==> src/rtl/intr_pkg.sv <==
package intr_pkg;

   typedef enum logic [2:0] {
      ST_IDLE     = 3'd0,
      ST_GRAB     = 3'd1,
      ST_XL_PC    = 3'd2,
      ST_PUSH_PC  = 3'd3,
      ST_XL_PSW   = 3'd4,
      ST_PUSH_PSW = 3'd5,
      ST_VEC_RD   = 3'd6,
      ST_DONE     = 3'd7
   } seq_st_e;

   // one-hot-ish register load controls from sequencer to datapath
   typedef struct packed {
      logic mar_sp;     // MAR <- SP
      logic mar_xl;     // MAR <- translated MAR
      logic mbr_pc;     // MBR <- PC
      logic mbr_psw;    // MBR <- PSW
      logic sp_step;    // SP, MAR <- SP + 1
      logic psw_enter;  // PSW <- privileged, interrupts off; MAR <- vector
      logic rd_load;    // MBR, PC <- read data
   } dp_ctl_t;

endpackage

==> src/rtl/intr_inc.sv <==
module intr_inc #(
   parameter int W = 8
) (
   input  logic [W-1:0] a,
   output logic [W-1:0] y
);
   localparam logic [W-1:0] ONE = {{(W-1){1'b0}}, 1'b1};

   assign y = a + ONE;
endmodule

==> src/rtl/intr_fsm.sv <==
module intr_fsm
   import intr_pkg::*;
(
   input  logic    clk,
   input  logic    rst_n,
   input  logic    irq_req,
   input  logic    ie,
   input  logic    bus_rdy,
   output dp_ctl_t ctl,
   output logic    accept,
   output logic    idle,
   output logic    bus_rsv,
   output logic    bus_rd,
   output logic    bus_wr,
   output logic    done
);
   seq_st_e state_q, state_d;

   always_ff @(posedge clk or negedge rst_n) begin
      if (!rst_n) state_q <= ST_IDLE;
      else        state_q <= state_d;
   end

   assign idle   = (state_q == ST_IDLE);
   assign accept = idle && irq_req && ie;

   always_comb begin
      state_d = state_q;
      case (state_q)
         ST_IDLE:     if (accept)  state_d = ST_GRAB;
         ST_GRAB:                  state_d = ST_XL_PC;
         ST_XL_PC:                 state_d = ST_PUSH_PC;
         ST_PUSH_PC:  if (bus_rdy) state_d = ST_XL_PSW;
         ST_XL_PSW:                state_d = ST_PUSH_PSW;
         ST_PUSH_PSW: if (bus_rdy) state_d = ST_VEC_RD;
         ST_VEC_RD:   if (bus_rdy) state_d = ST_DONE;
         ST_DONE:                  state_d = ST_IDLE;
         default:                  state_d = ST_IDLE;
      endcase
   end

   always_comb begin
      ctl           = '0;
      ctl.mar_sp    = (state_q == ST_GRAB);
      ctl.mar_xl    = (state_q == ST_XL_PC) || (state_q == ST_XL_PSW);
      ctl.mbr_pc    = (state_q == ST_XL_PC);
      ctl.mbr_psw   = (state_q == ST_XL_PSW);
      ctl.sp_step   = bus_rdy && ((state_q == ST_PUSH_PC) || (state_q == ST_PUSH_PSW));
      ctl.psw_enter = bus_rdy && (state_q == ST_PUSH_PSW);
      ctl.rd_load   = bus_rdy && (state_q == ST_VEC_RD);
   end

   assign bus_wr  = (state_q == ST_PUSH_PC) || (state_q == ST_PUSH_PSW);
   assign bus_rd  = (state_q == ST_VEC_RD);
   assign bus_rsv = !idle && (state_q != ST_DONE);
   assign done    = (state_q == ST_DONE);

   p_done_pulse_r9: assert property (@(posedge clk) disable iff (!rst_n)
      done |=> !done) else $error("done longer than one cycle");

   p_one_strobe_r8: assert property (@(posedge clk) disable iff (!rst_n)
      !(bus_rd && bus_wr)) else $error("read and write strobes together");

   p_strobe_reserved_r7: assert property (@(posedge clk) disable iff (!rst_n)
      (bus_rd || bus_wr) |-> bus_rsv) else $error("strobe without reserve");

   p_wr_hold_r8: assert property (@(posedge clk) disable iff (!rst_n)
      (bus_wr && !bus_rdy) |=> bus_wr) else $error("write dropped before ready");

   p_ie_gate_r2: assert property (@(posedge clk) disable iff (!rst_n)
      (idle && !ie) |=> idle) else $error("entry started with interrupts off");

   p_release_r7: assert property (@(posedge clk) disable iff (!rst_n)
      done |-> !bus_rsv) else $error("reserve held in completion cycle");
endmodule

==> src/rtl/intr_dp.sv <==
module intr_dp
   import intr_pkg::*;
#(
   parameter int          DATA_W   = 16,
   parameter int          ADDR_W   = 8,
   parameter int          NUM_W    = 4,
   parameter int          PSW_W    = 8,
   parameter int          PRIV_BIT = 0,
   parameter int          IE_BIT   = 1,
   parameter logic [15:0] PC_RST   = 16'h0000,
   parameter logic [15:0] SP_RST   = 16'h0000,
   parameter logic [15:0] PSW_RST  = 16'h0001
) (
   input  logic              clk,
   input  logic              rst_n,
   input  dp_ctl_t           ctl,
   input  logic              accept,
   input  logic              idle,
   input  logic [NUM_W-1:0]  irq_num,
   input  logic              ld_en,
   input  logic [DATA_W-1:0] ld_pc,
   input  logic [ADDR_W-1:0] ld_sp,
   input  logic [PSW_W-1:0]  ld_psw,
   input  logic [ADDR_W-1:0] mmu_pa,
   input  logic [DATA_W-1:0] bus_rdata,
   output logic [ADDR_W-1:0] mar,
   output logic [DATA_W-1:0] mbr,
   output logic [DATA_W-1:0] pc,
   output logic [ADDR_W-1:0] sp,
   output logic [PSW_W-1:0]  psw
);
   localparam int VEC_PAD = ADDR_W - NUM_W;
   localparam int PSW_PAD = DATA_W - PSW_W;

   logic [NUM_W-1:0]  num_q;
   logic [ADDR_W-1:0] sp_inc;
   logic [ADDR_W-1:0] vec_addr;
   logic [DATA_W-1:0] psw_ext;
   logic [PSW_W-1:0]  psw_entry;

   intr_inc #(.W(ADDR_W)) u_sp_inc (.a(sp), .y(sp_inc));

   generate
      if (VEC_PAD == 0) begin : g_vec_full
         assign vec_addr = num_q;
      end else begin : g_vec_pad
         assign vec_addr = {{VEC_PAD{1'b0}}, num_q};
      end
      if (PSW_PAD == 0) begin : g_psw_full
         assign psw_ext = psw;
      end else begin : g_psw_pad
         assign psw_ext = {{PSW_PAD{1'b0}}, psw};
      end
   endgenerate

   always_comb begin
      psw_entry           = psw;
      psw_entry[PRIV_BIT] = 1'b1;
      psw_entry[IE_BIT]   = 1'b0;
   end

   always_ff @(posedge clk or negedge rst_n) begin
      if (!rst_n) num_q <= '0;
      else if (accept) num_q <= irq_num;
   end

   always_ff @(posedge clk or negedge rst_n) begin
      if (!rst_n) begin
         mar <= '0;
      end else if (ctl.mar_sp) begin
         mar <= sp;
      end else if (ctl.mar_xl) begin
         mar <= mmu_pa;
      end else if (ctl.psw_enter) begin
         mar <= vec_addr;
      end else if (ctl.sp_step) begin
         mar <= sp_inc;
      end
   end

   always_ff @(posedge clk or negedge rst_n) begin
      if (!rst_n) begin
         mbr <= '0;
      end else if (ctl.mbr_pc) begin
         mbr <= pc;
      end else if (ctl.mbr_psw) begin
         mbr <= psw_ext;
      end else if (ctl.rd_load) begin
         mbr <= bus_rdata;
      end
   end

   always_ff @(posedge clk or negedge rst_n) begin
      if (!rst_n) begin
         pc  <= PC_RST[DATA_W-1:0];
         sp  <= SP_RST[ADDR_W-1:0];
         psw <= PSW_RST[PSW_W-1:0];
      end else if (idle && ld_en) begin
         pc  <= ld_pc;
         sp  <= ld_sp;
         psw <= ld_psw;
      end else begin
         if (ctl.sp_step)   sp  <= sp_inc;
         if (ctl.psw_enter) psw <= psw_entry;
         if (ctl.rd_load)   pc  <= bus_rdata;
      end
   end

   p_ld_ignored_r10: assert property (@(posedge clk) disable iff (!rst_n)
      (!idle && ld_en && !ctl.rd_load) |=> $stable(pc))
      else $error("load port changed PC during entry");

   p_xl_captures_r3: assert property (@(posedge clk) disable iff (!rst_n)
      ctl.mbr_pc |=> (mar == $past(mmu_pa)))
      else $error("stack address not translated");
endmodule

==> src/rtl/intr_entry.sv <==
module intr_entry
   import intr_pkg::*;
#(
   parameter int DATA_W   = 16,
   parameter int ADDR_W   = 8,
   parameter int NUM_W    = 4,
   parameter int PSW_W    = 8,
   parameter int PRIV_BIT = 0,
   parameter int IE_BIT   = 1
) (
   input  logic              clk,
   input  logic              rst_n,
   input  logic              irq_req,
   input  logic [NUM_W-1:0]  irq_num,
   input  logic              ld_en,
   input  logic [DATA_W-1:0] ld_pc,
   input  logic [ADDR_W-1:0] ld_sp,
   input  logic [PSW_W-1:0]  ld_psw,
   output logic [ADDR_W-1:0] mmu_va,
   input  logic [ADDR_W-1:0] mmu_pa,
   output logic              bus_rsv,
   output logic              bus_rd,
   output logic              bus_wr,
   output logic [ADDR_W-1:0] bus_addr,
   output logic [DATA_W-1:0] bus_wdata,
   input  logic [DATA_W-1:0] bus_rdata,
   input  logic              bus_rdy,
   output logic [DATA_W-1:0] pc_o,
   output logic [ADDR_W-1:0] sp_o,
   output logic [PSW_W-1:0]  psw_o,
   output logic              done
);
   generate
      if (NUM_W > ADDR_W) begin : g_bad_num
         $error("NUM_W must not exceed ADDR_W");
      end
      if (PSW_W > DATA_W) begin : g_bad_psw
         $error("PSW_W must not exceed DATA_W");
      end
      if (PRIV_BIT == IE_BIT || PRIV_BIT >= PSW_W || IE_BIT >= PSW_W) begin : g_bad_bits
         $error("status bit positions invalid");
      end
      if (ADDR_W > 16 || DATA_W > 16 || PSW_W > 16) begin : g_bad_rst
         $error("reset constants limited to 16 bits");
      end
   endgenerate

   dp_ctl_t ctl;
   logic    accept;
   logic    idle;

   intr_fsm u_fsm (
      .clk     (clk),
      .rst_n   (rst_n),
      .irq_req (irq_req),
      .ie      (psw_o[IE_BIT]),
      .bus_rdy (bus_rdy),
      .ctl     (ctl),
      .accept  (accept),
      .idle    (idle),
      .bus_rsv (bus_rsv),
      .bus_rd  (bus_rd),
      .bus_wr  (bus_wr),
      .done    (done)
   );

   intr_dp #(
      .DATA_W   (DATA_W),
      .ADDR_W   (ADDR_W),
      .NUM_W    (NUM_W),
      .PSW_W    (PSW_W),
      .PRIV_BIT (PRIV_BIT),
      .IE_BIT   (IE_BIT)
   ) u_dp (
      .clk       (clk),
      .rst_n     (rst_n),
      .ctl       (ctl),
      .accept    (accept),
      .idle      (idle),
      .irq_num   (irq_num),
      .ld_en     (ld_en),
      .ld_pc     (ld_pc),
      .ld_sp     (ld_sp),
      .ld_psw    (ld_psw),
      .mmu_pa    (mmu_pa),
      .bus_rdata (bus_rdata),
      .mar       (bus_addr),
      .mbr       (bus_wdata),
      .pc        (pc_o),
      .sp        (sp_o),
      .psw       (psw_o)
   );

   assign mmu_va = bus_addr;

   p_addr_hold_r8: assert property (@(posedge clk) disable iff (!rst_n)
      ((bus_rd || bus_wr) && !bus_rdy) |=> ($stable(bus_addr) && $stable(bus_wdata)))
      else $error("address or data moved before ready");

   p_psw_entry_r5: assert property (@(posedge clk) disable iff (!rst_n)
      done |-> (psw_o[PRIV_BIT] && !psw_o[IE_BIT]))
      else $error("status not in handler state at completion");

   p_rsv_rise_r7: assert property (@(posedge clk) disable iff (!rst_n)
      $rose(bus_rsv) |-> !bus_rd && !bus_wr)
      else $error("reserve rose together with a strobe");
endmodule

==> config.mk <==
export PLATFORM = sky130hd
export DESIGN_NAME = intr_entry
export DESIGN_NICKNAME = d
export VERILOG_FILES = /design/src/rtl/intr_pkg.sv /design/src/rtl/intr_inc.sv /design/src/rtl/intr_fsm.sv /design/src/rtl/intr_dp.sv /design/src/rtl/intr_entry.sv
export SDC_FILE = /design/constraint.sdc
export NUM_CORES = 1
export LEC_CHECK = 0
export BUFFER_PORTS_ARGS = -buffer_cell sky130_fd_sc_hd__buf_2
export CORE_UTILIZATION = 44
export CTS_CLUSTER_DIAMETER = 60
export DETAILED_ROUTE_END_ITERATION = 6
export GPL_ROUTABILITY_DRIVEN = 0
export PLACE_DENSITY = 0.76
export SYNTH_ARGS = -nofsm -noshare
export SYNTH_HDL_FRONTEND = slang
export SYNTH_SLANG_ARGS = --single-unit
==> constraint.sdc <==
create_clock -name clk -period 1.5 [get_ports clk]
set_input_delay 0.3 -clock clk [delete_from_list [all_inputs] [get_ports clk]]
set_output_delay 0.3 -clock clk [all_outputs]
set_load 0.01 [all_outputs]
# Word-level counts from Yosys, hierarchy flattened
# Index checks and enable logic that the tools add are counted.
# word_totals
output_inout_bits	68
input_bits	65
register_bits	63
word_cells	54
# op_classes
add_sub_neg	1
n_mux	16
eq_ne	12
n_reduce_logical	17
# ops
operator	count
$mux W16	4
$mux W8	6
$pmux W3 S8	1
$eq A3 B3 Y1 const B	4
$mux W3	4
$add A8 B1 Y8 const B	1
$logic_and A1 B1 Y1	7
$eq A3 B2 Y1 const B	2
$ne A2 B2 Y1 const B	3
$reduce_bool A2 Y1	3
$reduce_and A4 Y1	1
$reduce_bool A4 Y1	1
$eq A3 B1 Y1 const B	1
$logic_not A3 Y1	1
$ne A3 B3 Y1 const B	1
$reduce_bool A3 Y1	1
$logic_or A1 B1 Y1	2
$mux W2	1
$ne A2 B1 Y1 const B	1
$logic_not A1 Y1	1

# Depth between registers and ports, before layout
# Gate-level depths: netlist (run 1).
# logic_depth
depth_word	7
depth_mapped	7

# Cells and area by module
# Synthesis (run 1) repeated with hierarchy kept, for this count alone.
# unflattened
hier_cells	330
hier_area_um2	3389.5
# by_module_without_submodules
module	instances	cells_each	area_each_um2	seq_area_each_um2
intr_dp	1	273	2930.3	1502.7
intr_fsm	1	33	282.8	75.1
intr_inc	1	16	116.4	0.0
intr_entry	1	8	60.1	0.0

# Least setup slack after synthesis (run 1)
# Ideal clock, no wire load.
# synth_path
kind	register -> output
from	reg u_fsm.state_q[2]
to	out bus_rd
t_required_ns	1.200
t_arrival_ns	1.520
path_stages_with_launch	6
setup_slack_ns	-0.320
path_cell_list	dfrtp_1 buf_6 buf_2 clkbuf_1 clkbuf_1 nor3b_1
# synth_between
elab_chain_len	1
# synth_rtl
item	line	rtl
start, declared	intr_fsm.sv:17	seq_st_e state_q, state_d;
start signal, assigned	intr_fsm.sv:21	else state_q <= state_d;
$eq A3 B3 Y1	intr_fsm.sv:54	assign bus_rd = (state_q == ST_VEC_RD);
end, declared	intr_entry.sv:22	output logic bus_rd,
# No other way between the ends.

# Worst setup path in the final report (run 1)
# layout_path
from	reg u_fsm.state_q[1]
to	reg u_dp.mar[4]
# layout_between
elab_chain_len	5
elab_cells_between_ends	13
# layout_rtl
item	line	rtl
$eq A3 B3 Y1	intr_fsm.sv:48, intr_fsm.sv:49	
$logic_and A1 B1 Y1	intr_fsm.sv:49	ctl.psw_enter = bus_rdy && (state_q == ST_PUSH_PSW);
$mux W8	intr_dp.sv:74	end else if (ctl.psw_enter) begin
$mux W8	intr_dp.sv:72	end else if (ctl.mar_xl) begin
$mux W8	intr_dp.sv:70	end else if (ctl.mar_sp) begin
end signal, assigned	intr_dp.sv:71	mar <= sp;
end signal, assigned	intr_dp.sv:73	mar <= mmu_pa;
end signal, assigned	intr_dp.sv:75	mar <= vec_addr;
end, declared	intr_dp.sv:26	output logic [ADDR_W-1:0] mar,
# Parallel ways exist; a longest one is shown, timed or not.
# A chain may end at the register's enable or synchronous reset.

==> results.json, run 1 <==
{
  "timing.rr.end": "u_dp.mar[4]",
  "cts_tree": "done",
  "end_kind": "flop",
  "synthSimpleGateAreaFrac_pct": 22.4,
  "viasPerCell": 6.34,
  "layout.nets": 675,
  "ys_ff_latch": 63,
  "grt_pass1_vias": 3828,
  "status": "finished with violations",
  "ant_nets": 0,
  "syn2layout_area_growth_pct": 68.6,
  "multi_input_comb_area_um2": 2080,
  "whs_path_depth": 3,
  "numCtsBuffers": 9,
  "fin_crit_ns": 1.91,
  "die_height_um": 90.5,
  "yosys.cell_count.top_type": "nand2_1",
  "hp-start": "ld_psw[6]",
  "yosys-top-cells-count": "nand2_1 (71), dfrtp_1 (62), nor2_1 (49)",
  "synthXorXnorAreaFrac_pct": 1.02,
  "synth_top_family_by_area": "simple AND/OR/NAND/NOR gates",
  "synthAdderAreaFrac_pct": 0.363,
  "timing.rr.start": "u_fsm.state_q[1]",
  "rr_worst_depth": 6,
  "synthTopCellsByArea": "dfrtp_1 (45%), nand2_1 (7.7%), nor2_1 (5.3%)",
  "hold_class": "input port to flop",
  "yosysSeqAreaShare_pct": 45.7,
  "arrival_ns": 2.14,
  "setup_viol": 64,
  "cp_slowest_cell": "dfrtp_2",
  "synth_area_um2": 3450,
  "fin_tns_setup_ns": -15.44,
  "initial_core_util_pct": 46.6,
  "synth_compound_area_share_pct": 21.4,
  "drtPass1Iterations": 5,
  "cap_violations": 0,
  "htree_levels": 3,
  "final_hold_viol_count": 0,
  "p_leak_uw": 0.00274,
  "p_per_area_nw_per_um2": 2560,
  "antenna_found_initial": 0,
  "synth.yosys.warnings": 0,
  "crit_chain": "buf_12 > buf_8 > or3b_4 > o211ai_1 > nor3_1 > o32a_1",
  "place_hpwl_mm": 7.80,
  "yosysTopAreaCellShare_pct": 45.0,
  "drive_gt1_share_pct": 55.5,
  "die_area_um2": 8200,
  "seq_area_um2": 1580,
  "die_x_um": 90.5,
  "crit_type": "flop to flop",
  "violations": "setup timing",
  "vias": 4519,
  "cp_max_fo": 5,
  "io_buffers": 132,
  "synth_nets": 460,
  "cp.buffers_inverters": 2,
  "clock_sinks": 63,
  "grt_start_max_net_pins": 64,
  "drc": 0,
  "grt_usage_pct": 29.5,
  "cts_root_buffer": "clkbuf_8",
  "async_flop_share_pct": 100,
  "wirelength_mm": 15.7,
  "slew_violations": 0,
  "wl_per_cell_um": 22.0,
  "cpLargestDelayFamily": "simple AND/OR/NAND/NOR gates",
  "reg2reg_slack_ns": -0.41,
  "fmax_mhz": 523,
  "antennaDiodeCount": 0,
  "rsz0062_at_grt": "yes",
  "insertion_delay_ns": 0.34,
  "grt_pass1_wl_mm": 19.0,
  "peakVddDrop_mv": 1.12,
  "finalCritPeriodShare_pct": 127,
  "drt_iter0_drc": 492,
  "critPathMaxStageDelay_ns": 0.46,
  "grt_overflow": 0,
  "cts_buffer_depth": 2,
  "synth_mux_area_share_pct": 1.96,
  "synth_largest_area_cell": "dfrtp_1",
  "netlist-cell-type-count": 55,
  "critPathLaunchType": "flop",
  "synth_edf_count": 0,
  "rows": 31,
  "dominantRegCellSynth": "dfrtp_1",
  "worst_slack_ns": -0.412,
  "clock-skew-final_ns": 0.0112,
  "cts.clk_slew.worst_paths_ns": 0.08,
  "io_pins": 133,
  "cp_data_required_time_ns": 1.72,
  "syn_inst": 394,
  "fillCellCount": 429,
  "coreArea_um2": 7410,
  "p_total_uw": 14900,
  "avgSynthCellArea_um2": 8.76,
  "min_to": "u_dp.psw[6]",
  "relSlewSlack_pct": 74.2,
  "worstMarginPinSlew_ns": 0.386
}
[flip-flops by register name, indices dropped and copies added (netlist names)]
name	flops
u_dp.mar	8
u_dp.mbr	16
u_dp.sp	8
u_dp.num_q	4
u_fsm.state_q	3
u_dp.pc	16
u_dp.psw	8
[worst min-delay path, delay by kind of cell]
kind / cells / cell delay [ns]
buffers and inverters: 1 / 0.07
AND/OR/NAND/NOR: 2 / 0.08
[layout by cell type (no fill, tap or decap), types with 3 or more instances in the layout]
master / count
inv_1: 8
o2bb2ai_2: 4
buf_4: 58
or3b_4: 3
o21ai_2: 6
nor2_2: 8
o2bb2ai_1: 4
nor2_4: 3
buf_12: 9
dfrtp_1: 59
o21ai_0: 9
o211ai_1: 4
nor2_1: 38
clkbuf_16: 5
o21ai_1: 6
o22ai_1: 13
buf_8: 4
nor3_1: 5
nand2b_1: 4
a21oi_1: 7
buf_6: 30
o21a_1: 3
dfrtp_2: 3
mux2_4: 4
a221oi_2: 9
nand2_4: 4
clkbuf_8: 10
a31oi_1: 15
buf_2: 133
nand2_1: 58
nand2_2: 9
nand3_1: 4
nand2b_4: 3
nor2b_1: 5
and3b_1: 3
[per-stage QoR]
stage	setup slack (ns)	area, um2	utilization [%]	hold WS, ns	instances
2_1_floorplan	-0.126	3640	-	0.00441	394
3_3_place_gp	-0.163	4730	63.9	0.338	657
4_1_cts	-0.268	5290	71.4	0.141	697
3_5_place_dp	-0.215	4730	63.9	0.338	657
5_1_grt	-0.441	5820	78.5	0.159	713
6_report	-0.412	5820	78.5	0.140	713
[worst max path at each step]
stage,start,endpoint,slack (ns),depth (start not counted)
floorplan,u_fsm.state_q[1],u_dp.sp[4],-0.13,5
global placement,u_fsm.state_q[1],u_dp.mar[4],-0.16,5
detailed placement,u_fsm.state_q[1],u_dp.mar[4],-0.21,5
CTS,u_fsm.state_q[1],bus_rsv,-0.27,5
global route,u_fsm.state_q[1],u_dp.mar[4],-0.44,6
finish,u_fsm.state_q[1],u_dp.mar[4],-0.41,6
[per-layer routing]
layer	GRT usage, %	share of wire [%]
met2	48.5	47
met5	0	0
met3	5.81	9.7
met1	36.7	37
met4	15.2	6.7
[layout make-up]
type | count | share of cell area (%)
repair buffers | 240 | 31.2
multi-input cells | 286 | 35.8
flip-flops and latches | 63 | 27.2
clock buffers | 11 | 2.43
well taps | 99 | 2.13
inverters | 9 | 0.667
clock inverters | 5 | 0.581
[cell families after synthesis]
group           count (synthesis)
simple gates                  168
compound gates                107
flops                          63
buf+inv                        45
mux                             6
xor+xnor                        4
fa+ha+maj                       1
[report_power, final]
| group | switching, uW | internal [uW] | leakage (uW) | total, uW |
|---|---|---|---|---|
| Combinational | 5180 | 4920 | 0.00193 | 10100 |
| Sequential | 836 | 2580 | 0.000722 | 3420 |
| Clock | 714 | 642 | 0.0000853 | 1360 |
| Total | 6730 | 8150 | 0.00274 | 14900 |
[what timing repair did]
| action | CTS | global route |
|---|---|---|
| pin swaps | 13 | 30 |
| buffers inserted | 22 | 9 |
| endpoints found under the hold margin | 62 | 0 |
| hold buffers | 1 | 0 |
| resized for setup | 49 | 80 |
| endpoints found under the setup margin | 59 | 64 |
| cloned | 2 | 7 |
Note: power is estimated with default switching activity, not from simulation.
==> inputs of run 2 (changes only) <==
--- a/config.mk
+++ b/config.mk
@@ -6,11 +6,12 @@
 export NUM_CORES = 1
 export LEC_CHECK = 0
 export BUFFER_PORTS_ARGS = -buffer_cell sky130_fd_sc_hd__buf_2
-export CORE_UTILIZATION = 44
+export CORE_UTILIZATION = 53
 export CTS_CLUSTER_DIAMETER = 60
 export DETAILED_ROUTE_END_ITERATION = 6
 export GPL_ROUTABILITY_DRIVEN = 0
-export PLACE_DENSITY = 0.76
+export PLACE_DENSITY = 0.86
 export SYNTH_ARGS = -nofsm -noshare
 export SYNTH_HDL_FRONTEND = slang
 export SYNTH_SLANG_ARGS = --single-unit
+export TNS_END_PERCENT = 1
==> constraint.sdc (replaced) <==
create_clock -name clk -period 2.2 [get_ports clk]
set_input_delay 0.44 -clock clk [delete_from_list [all_inputs] [get_ports clk]]
set_output_delay 0.44 -clock clk [all_outputs]
set_load 0.01 [all_outputs]
==> results.json, run 2 (synthesis gave the netlist of run 1 again) <==
{
  "worstMarginPinSlew_ns": 0.582,
  "p_per_area_nw_per_um2": 1630,
  "cts_buffer_depth": 2,
  "vias": 3485,
  "drive_gt1_share_pct": 35.3,
  "fin_crit_ns": 2.10,
  "ctsHoldBuffers": 0,
  "cp_max_fo": 13,
  "cts_tree": "done",
  "coreArea_um2": 6310,
  "fmax_mhz": 477,
  "place_hpwl_mm": 6.88,
  "drc": 0,
  "layout.nets": 582,
  "final_hold_viol_count": 0,
  "clock_sinks": 63,
  "drtPass1Iterations": 5,
  "cts.clk_slew.worst_paths_ns": 0.07,
  "insertion_delay_ns": 0.35,
  "critPathMaxStageDelay_ns": 0.52,
  "viasPerCell": 5.83,
  "ant_nets": 0,
  "grt_pass1_wl_mm": 14.4,
  "grt_pass1_vias": 3056,
  "post_cts_resized": 0,
  "finalCritPeriodShare_pct": 95.3,
  "numCtsBuffers": 9,
  "reg_top3": "u_dp.mbr: 16 flops, u_dp.pc: 16 flops",
  "fillCellCount": 521,
  "cap_violations": 0,
  "wl_per_cell_um": 15.8,
  "io_buffers": 132,
  "clock-skew-final_ns": 0.00718,
  "grt_overflow": 0,
  "antennaDiodeCount": 0,
  "crit_chain": "buf_4 > nor3b_1 > buf_2",
  "cp_data_required_time_ns": 1.76,
  "end_kind": "output pin",
  "io_pins": 133,
  "arrival_ns": 1.66,
  "syn2layout_area_growth_pct": 27.1,
  "crit_type": "flop to output pin",
  "mostFrequentLayoutCell": "buf_2",
  "wirelength_mm": 9.43,
  "peakVddDrop_mv": 0.995,
  "fin_tns_setup_ns": 0,
  "hold_class": "input port to asynchronous set/reset pin",
  "mostFrequentLayoutCells": "buf_2 (132), nand2_1 (71), dfrtp_1 (60)",
  "p_total_uw": 7140,
  "status": "finished clean",
  "initial_core_util_pct": 54.6,
  "slew_violations": 0,
  "die_height_um": 82.7,
  "hold_slack_ns": 0.0876,
  "die_x_um": 82.7,
  "cts_root_buffer": "clkbuf_8",
  "drt_iter0_drc": 348,
  "relSlewSlack_pct": 61.0,
  "critPathLaunchType": "flop",
  "grt_usage_pct": 28.4,
  "htree_levels": 3,
  "grt_start_max_net_pins": 64,
  "antenna_found_initial": 0,
  "post-cts-setup-buffers": 0,
  "p_leak_uw": 0.00207,
  "setup_viol": 0,
  "die_area_um2": 6840,
  "rows": 29,
  "cp_slowest_cell": "dfrtp_1",
  "rsz0062_at_grt": "no"
}
run 2: where the power goes:
group / switching [uW] / internal, uW
clock: 482 / 674
sequential: 553 / 1760
combinational: 2090 / 1580
run 2: area by class of cell:
class                      count  area (um2)  area share (%)
tap                           77        96.3            2.20
sequential                    63        1580            36.1
clock inverter                 6        92.6            2.11
multi-input combinational    286        1640            37.5
inverter                       9        33.8           0.771
timing repair buffer         147         798            18.2
clock buffer                  10         138            3.14
run 2: worst max-delay path: cells and delay by family, from the launching register on:
kind / cells / cell delay, ns
AND/OR/NAND/NOR: 1 / 0.32
flip-flops: 1 / 0.52
buffers and inverters: 2 / 0.46
run 2: routing by layer:
| metal | routed length [um] | vias to the layer above | GRT usage (%) |
|---|---|---|---|
| met5 | 0 | - | 0 |
| met4 | 277 | 0 | 13.1 |
| met3 | 754 | 29 | 6.37 |
| met2 | 4370 | 181 | 41.6 |
| met1 | 4030 | 1626 | 39.7 |
| li1 | - | 1649 | - |
run 2: through the flow:
step | area, um2 | utilization [%] | instances | worst slack (ns)
floorplan | 3450 | - | 394 | 0.240
global placement | 4140 | 65.6 | 582 | 0.302
detailed placement | 4140 | 65.6 | 582 | 0.246
CTS | 4370 | 69.2 | 598 | 0.0223
global route | 4380 | 69.4 | 598 | 0.0113
finish | 4380 | 69.4 | 598 | 0.104
run 2: final timing paths:
path                            slack [ns]  cells past startpoint        startpoint          end
worst max register to register        0.20                      4  u_fsm.state_q[2]   u_dp.sp[6]
max in group asynchronous             1.80                      2             rst_n  u_dp.psw[0]
worst max-delay path                  0.10                      3  u_fsm.state_q[2]       bus_rd
min in group clk                      0.27                      3         ld_psw[4]  u_dp.psw[4]
worst min register to register        0.49                      2       u_dp.mbr[4]  u_dp.mbr[4]
worst min-delay path                  0.09                      2             rst_n  u_dp.pc[12]
